<file path="src/rtl/enc_slave_pkg.sv">
package enc_slave_pkg;

    typedef enum logic [2:0] {
        ST_IDLE  = 3'd0,
        ST_WAIT1 = 3'd1,
        ST_WAIT2 = 3'd2,
        ST_ACK   = 3'd3,
        ST_SHIFT = 3'd4,
        ST_HOLD  = 3'd5
    } slv_state_e;

    // One serial step of the x^6 + x + 1 check value, data bit fed at the top.
    function automatic logic [5:0] crc6_step(input logic [5:0] c, input logic b);
        logic fb;
        fb = b ^ c[5];
        return {c[4:0], 1'b0} ^ {4'b0000, fb, fb};
    endfunction

endpackage

</file>
<file path="src/rtl/enc_line_sync.sv">
module enc_line_sync #(
    parameter int STAGES     = 2,
    parameter int IDLE_LIMIT = 64
) (
    input  logic clk,
    input  logic rst_n,
    input  logic line_i,
    output logic lvl_o,
    output logic rise_o,
    output logic fall_o,
    output logic idle_o
);
    localparam int CW = $clog2(IDLE_LIMIT + 1);

    // sh_q[STAGES-1] is the synchronised level, sh_q[STAGES] its previous value
    logic [STAGES:0] sh_q;

    for (genvar g = 0; g <= STAGES; g++) begin : g_stage
        if (g == 0) begin : g_first
            always_ff @(posedge clk or negedge rst_n) begin
                if (!rst_n) sh_q[g] <= 1'b1;
                else        sh_q[g] <= line_i;
            end
        end else begin : g_next
            always_ff @(posedge clk or negedge rst_n) begin
                if (!rst_n) sh_q[g] <= 1'b1;
                else        sh_q[g] <= sh_q[g-1];
            end
        end
    end

    assign lvl_o  = sh_q[STAGES-1];
    assign rise_o = sh_q[STAGES-1] & ~sh_q[STAGES];
    assign fall_o = ~sh_q[STAGES-1] & sh_q[STAGES];

    logic [CW-1:0] hi_cnt_d, hi_cnt_q;

    always_comb begin
        hi_cnt_d = hi_cnt_q;
        if (!lvl_o)                          hi_cnt_d = '0;
        else if (hi_cnt_q < CW'(IDLE_LIMIT)) hi_cnt_d = hi_cnt_q + 1'b1;
    end

    always_ff @(posedge clk or negedge rst_n) begin
        if (!rst_n) hi_cnt_q <= '0;
        else        hi_cnt_q <= hi_cnt_d;
    end

    assign idle_o = (hi_cnt_q >= CW'(IDLE_LIMIT));

    // the idle count only accumulates while the level stays high
    p_idle_needs_high_r7: assert property (@(posedge clk) disable iff (!rst_n)
        (!lvl_o) |=> (hi_cnt_q == '0));

endmodule

</file>
<file path="src/rtl/enc_frame_build.sv">
module enc_frame_build
    import enc_slave_pkg::*;
#(
    parameter int POS_W = 12
) (
    input  logic [POS_W-1:0]  pos_i,
    input  logic              err_n_i,
    input  logic              warn_n_i,
    output logic [POS_W+9:0]  frame_o
);
    localparam int DW = POS_W + 2;

    logic [DW-1:0] payload;
    logic [5:0]    chk;

    assign payload = {pos_i, err_n_i, warn_n_i};

    always_comb begin
        chk = 6'd0;
        for (int i = DW - 1; i >= 0; i--) begin
            chk = crc6_step(chk, payload[i]);
        end
    end

    assign frame_o = {1'b1, 1'b0, payload, ~chk};

endmodule

</file>
<file path="src/rtl/enc_slave_emu.sv">
module enc_slave_emu
    import enc_slave_pkg::*;
#(
    parameter int POS_W         = 12,
    parameter int ACK_CYC       = 40,
    parameter int CYCLE_MIN_CYC = 1200,
    parameter int LINE_IDLE_CYC = 64,
    parameter int SYNC_STAGES   = 2
) (
    input  logic             clk,
    input  logic             rst_n,
    input  logic             sclk_i,
    input  logic [POS_W-1:0] pos_i,
    input  logic             err_n_i,
    input  logic             warn_n_i,
    output logic             sdo_o
);
    localparam int FW    = POS_W + 10;
    localparam int IDX_W = $clog2(FW);
    localparam int ACK_W = $clog2(ACK_CYC + 1);
    localparam int CYC_W = $clog2(CYCLE_MIN_CYC + 1);

    typedef struct packed {
        slv_state_e       state;
        logic [FW-1:0]    frame;
        logic [IDX_W-1:0] idx;
        logic [ACK_W-1:0] ack_cnt;
        logic [CYC_W-1:0] cyc_cnt;
        logic             sdo;
    } regs_t;

    logic lvl, rise, fall, idle_hit;
    logic [FW-1:0] built;
    regs_t r_d, r_q;

    enc_line_sync #(
        .STAGES     (SYNC_STAGES),
        .IDLE_LIMIT (LINE_IDLE_CYC)
    ) u_sync (
        .clk    (clk),
        .rst_n  (rst_n),
        .line_i (sclk_i),
        .lvl_o  (lvl),
        .rise_o (rise),
        .fall_o (fall),
        .idle_o (idle_hit)
    );

    enc_frame_build #(.POS_W(POS_W)) u_build (
        .pos_i    (pos_i),
        .err_n_i  (err_n_i),
        .warn_n_i (warn_n_i),
        .frame_o  (built)
    );

    always_comb begin
        r_d = r_q;
        if (r_q.state != ST_IDLE && r_q.cyc_cnt < CYC_W'(CYCLE_MIN_CYC))
            r_d.cyc_cnt = r_q.cyc_cnt + 1'b1;

        case (r_q.state)
            ST_IDLE: begin
                if (fall) begin
                    r_d.state   = ST_WAIT1;
                    r_d.cyc_cnt = CYC_W'(1);
                end
            end
            ST_WAIT1: begin
                if (idle_hit)  r_d.state = ST_HOLD;
                else if (rise) r_d.state = ST_WAIT2;
            end
            ST_WAIT2: begin
                if (idle_hit) begin
                    r_d.state = ST_HOLD;
                end else if (rise) begin
                    r_d.state   = ST_ACK;
                    r_d.frame   = built;
                    r_d.ack_cnt = ACK_W'(1);
                    r_d.idx     = '0;
                end
            end
            ST_ACK: begin
                if (r_q.ack_cnt < ACK_W'(ACK_CYC))
                    r_d.ack_cnt = r_q.ack_cnt + 1'b1;
                if (idle_hit)
                    r_d.state = ST_HOLD;
                else if (rise && r_q.ack_cnt >= ACK_W'(ACK_CYC))
                    r_d.state = ST_SHIFT;
            end
            ST_SHIFT: begin
                if (idle_hit) begin
                    r_d.state = ST_HOLD;
                end else if (rise) begin
                    if (r_q.idx == IDX_W'(FW - 1)) begin
                        r_d.state = ST_HOLD;
                    end else begin
                        r_d.frame = {r_q.frame[FW-2:0], 1'b0};
                        r_d.idx   = r_q.idx + 1'b1;
                    end
                end
            end
            ST_HOLD: begin
                if (lvl && r_q.cyc_cnt >= CYC_W'(CYCLE_MIN_CYC))
                    r_d.state = ST_IDLE;
            end
            default: r_d.state = ST_HOLD;
        endcase

        case (r_d.state)
            ST_ACK, ST_HOLD: r_d.sdo = 1'b0;
            ST_SHIFT:        r_d.sdo = r_d.frame[FW-1];
            default:         r_d.sdo = 1'b1;
        endcase
    end

    always_ff @(posedge clk or negedge rst_n) begin
        if (!rst_n) begin
            r_q       <= '0;
            r_q.state <= ST_IDLE;
            r_q.sdo   <= 1'b1;
        end else begin
            r_q <= r_d;
        end
    end

    assign sdo_o = r_q.sdo;

    // second rising edge pulls the line low
    p_low_on_second_rise_r2: assert property (@(posedge clk) disable iff (!rst_n)
        (r_q.state == ST_WAIT2 && rise && !idle_hit) |=> !sdo_o);

    // no start bit before the delay has run out and a rising edge arrives
    p_ack_holds_low_r3: assert property (@(posedge clk) disable iff (!rst_n)
        (r_q.state == ST_ACK && (!rise || r_q.ack_cnt < ACK_W'(ACK_CYC))) |=> !sdo_o);

    // the qualifying rising edge shows the start bit
    p_start_bit_r4: assert property (@(posedge clk) disable iff (!rst_n)
        (r_q.state == ST_ACK && rise && !idle_hit && r_q.ack_cnt >= ACK_W'(ACK_CYC))
        |=> sdo_o);

    // the latched frame moves only on rising edges
    p_frame_stable_r5: assert property (@(posedge clk) disable iff (!rst_n)
        (r_q.state == ST_SHIFT && !rise) |=> $stable(r_q.frame));

    // ready again only after the minimum period with the clock line high
    p_ready_after_min_r6: assert property (@(posedge clk) disable iff (!rst_n)
        ($rose(sdo_o) && $past(r_q.state) == ST_HOLD)
        |-> ($past(r_q.cyc_cnt) >= CYC_W'(CYCLE_MIN_CYC) && $past(lvl)));

    // a parked clock abandons the frame
    p_abort_r7: assert property (@(posedge clk) disable iff (!rst_n)
        (idle_hit && (r_q.state == ST_WAIT1 || r_q.state == ST_WAIT2 ||
                      r_q.state == ST_ACK || r_q.state == ST_SHIFT))
        |=> (r_q.state == ST_HOLD && !sdo_o));

    // edges during the hold phase never start a cycle
    p_hold_ignores_edges_r8: assert property (@(posedge clk) disable iff (!rst_n)
        (r_q.state == ST_HOLD) |=> (r_q.state == ST_HOLD || r_q.state == ST_IDLE));

endmodule

</file>
<file path="config.mk">
export PLATFORM = sky130hd
export DESIGN_NAME = enc_slave_emu
export DESIGN_NICKNAME = d
export VERILOG_FILES = /design/src/rtl/enc_slave_pkg.sv /design/src/rtl/enc_line_sync.sv /design/src/rtl/enc_frame_build.sv /design/src/rtl/enc_slave_emu.sv
export SDC_FILE = /design/constraint.sdc
export NUM_CORES = 1
export LEC_CHECK = 0
export BUFFER_PORTS_ARGS = -buffer_cell sky130_fd_sc_hd__buf_2
export CAP_MARGIN = 20
export CORE_UTILIZATION = 35
export CTS_BUF_LIST = sky130_fd_sc_hd__clkbuf_8 sky130_fd_sc_hd__clkbuf_16
export CTS_CLUSTER_SIZE = 8
export DETAILED_ROUTE_END_ITERATION = 12
export PLACE_DENSITY = 0.54
export SYNTH_ARGS = -nofsm -noshare
export SYNTH_HDL_FRONTEND = slang
export SYNTH_SLANG_ARGS = --single-unit
</file>
<file path="constraint.sdc">
create_clock -name clk -period 1.84 [get_ports clk]
set_clock_uncertainty 0.05 [all_clocks]
set_input_delay 0.46 -clock clk [delete_from_list [all_inputs] [get_ports clk]]
set_output_delay 0.46 -clock clk [all_outputs]
set_load 0.03 [all_outputs]
</file>
==> run metrics <==
outcome complete, no violations; Detailed Route WL about 6500 um; Initial Util a little over a third; root cell of the clock tree clkbuf_8; post-cts hold buffer count 0; Avg Inst Size Synth approximately 10 um^2; r2r setup slk around 0.047 ns; clock sinks 58; DP Area between 0.003 and 0.004 mm^2; crit path DAT between 1.5 and 2 ns; Power Dens Cells ~1200 mW/mm^2; critical path type flop to flop; DR vias ~2300; via/cell ratio 5.217; Finish-stage setup viols 0; site row count 33; I/O pin total 18; CP required approximately 2.0 ns; core area between 0.008 and 0.009 mm^2; first-pass GRT wire length ~11000 um; Finished Cell Area around 0.0037 mm^2; pin count of the biggest net entering global routing 38; clock latency on the worst-skew pair roughly 0.34 ns; Post-synth EDFFs 0; top_reg_cell synth dfrtp_1; RSZ-0062 raised after global routing yes; Pins Over Slew Limit 0; GR Overflow Total 0; CTS tree yes; P&R area growth vs syn 21.79%; Synth area leader dfrtp_1; Clock transition at path regs 0.07 ns; Post-Syn Instances a little under 300; Mapped Area between 0.003 and 0.004 mm^2; R2R Path Start r_q[5]; initial antenna violation count 0; clock buffer depth 2; Pre-antenna DRT Iters 4; share of the synthesized area in the top cell type between 40 and 50%; gp weighted congestion roughly 0.72; IO Port Bufs 17; Final Hold Violating Endpoints 0; R2R depth 5; warnings from Yosys 0; synth top area cells dfrtp_1, xnor2_1, a222oi_1; GRT Total Usage 15.88%; crit path launch type flop; peak supply drop approximately 0.49 mV; Seq cells post-synth 58; Post-DP HPWL between 4000 and 5000 um; post-layout net count approximately 360; asr flop ratio synth 100.0%; relative slew slack 70.89%; Die Span Y around 95 um; period utilization between 90% and 100%; TritonCTS Buffers 9; share of cells above drive strength 1 23.68%; # H-tree levels 3; Max Freq ~560 MHz; CP max FO 5; Die Area between 0.009 and 0.01 mm^2; die width approximately 95 um; Distinct cells, synth 54; vias in the first global route around 2300; max cap viols 0; DRC 0; fin util 44.66%; crit path capture type flop; Hold/Removal Path Class input pin to asynchronous set/reset pin; antenna diode count 0; DR iter-0 viols roughly 130; RR Endpoint r_q[8]; Seq/Total Area, Yosys between 40% and 50%; Avg WL per Cell roughly 15 um; syn nets approximately 320; worst slew pin tran approximately 0.43 ns; Final min period approximately 1.8 ns; Final ANT Viol Nets 0; Leak between 1.5 and 2 nW
[state kept, by name (all words and copies together), names as in the netlist]
register         cells
u_sync.lvl_o         1
sdo_o                1
r_q                 47
u_sync.hi_cnt_q      7
u_sync.sh_q          2
[layout make-up]
type	count	area [um^2]
Timing Repair Buffer	45	357.8
Tap cell	105	131.4
Multi-Input combinational cell	199	1488
Sequential cell	58	1456
Clock buffer	12	165.2
Fill cell	819	4593
Inverter	24	90.09
Clock inverter	4	17.52
[cells by family (layout without fill, tap and decap cells)]
| family | after synthesis | after routing | share of synthesized area, % |
|---|---|---|---|
| simple gates | 88 | 88 | 16.08 |
| mux | 8 | 8 | 2.632 |
| xor+xnor | 33 | 33 | 9.498 |
| compound gates | 62 | 62 | 15.87 |
| flops | 58 | 58 | 47.86 |
| buf+inv | 36 | 85 | 4.770 |
| fa+ha+maj | 8 | 8 | 3.290 |
[stage by stage]
| step | hold WS [ns] | cells | setup WS, ns | setup TNS [ns] | power [mW] |
|---|---|---|---|---|---|
| 3_3_place_gp | 0.3091 | 428 | 0.09540 | 0 | 3.197 |
| 2_1_floorplan | 0.1144 | 293 | 0.1130 | 0 | 2.761 |
| 3_5_place_dp | 0.3058 | 428 | 0.04407 | 0 | 3.225 |
| 6_report | 0.04905 | 447 | 0.04745 | 0 | 4.373 |
| 5_1_grt | 0.05086 | 447 | -0.01797 | -0.03655 | 4.690 |
| 4_1_cts | 0.04601 | 444 | 0.03659 | 0 | 4.338 |
[per-layer routing]
| metal | vias up | global-route usage, % | wire [um] |
|---|---|---|---|
| met4 | 0 | 9.343 | 119 |
| met1 | 1147 | 21.52 | 3241 |
| li1 | 1133 | - | - |
| met5 | - | 0 | 0 |
| met3 | 11 | 3.429 | 198 |
| met2 | 41 | 23.21 | 2924 |
[what timing repair did]
action	in CTS	in global routing
setup endpoints to repair	0	17
hold endpoints to repair	0	0
setup buffers	0	1
resized for setup	0	12
[synth_stat cells (5+ instances only)]
cell type   n
a21oi_1     9
o21ai_0    12
xor2_1      8
nand2_1    25
mux2i_1     8
dfrtp_1    54
nand4_1     5
inv_1      24
ha_1        8
nor2b_1     5
a222oi_1   15
nor2_1     14
xnor2_1    25
nand3_1    10
buf_2       8
[cell usage in the layout, fill, tap and decap left out, types with 8 or more instances in the layout]
cell type  Yosys  layout
buf_4          0      22
nand3_1       10      10
a222oi_1      15      15
nor2_1        14      14
inv_1         24      26
mux2i_1        8       8
nand2_1       25      25
dfrtp_1       54      54
xor2_1         8       8
buf_2          8      17
xnor2_1       25      25
clkbuf_8       0      12
o21ai_0       12      12
a21oi_1        9       9
[how the worst max path moves through the flow]
stage	cells after the start	slack, ns	endpoint	startpoint
after floorplan	5	0.11	r_q[8]	r_q[5]
after global placement	5	0.1	sdo_o	u_sync.lvl_o
after detailed placement	5	0.04	r_q[25]	u_sync.lvl_o
after CTS	5	0.04	r_q[25]	u_sync.lvl_o
after global routing	5	-0.02	r_q[32]	u_sync.lvl_o
final	5	0.05	r_q[8]	r_q[5]
[power breakdown]
group          internal [mW]  switching (mW)
sequential              1.61           0.249
clock                  0.585           0.500
combinational          0.702           0.724
total                   2.90            1.47
[worst max-delay path, stage by stage (launching register included)]
cell,delay (ns)
dfrtp_1,0.39
a21o_1,0.19
a211o_4,0.37
a211oi_4,0.36
a21oi_1,0.11
a31o_2,0.22
Note: power is estimated with default switching activity, not from simulation.
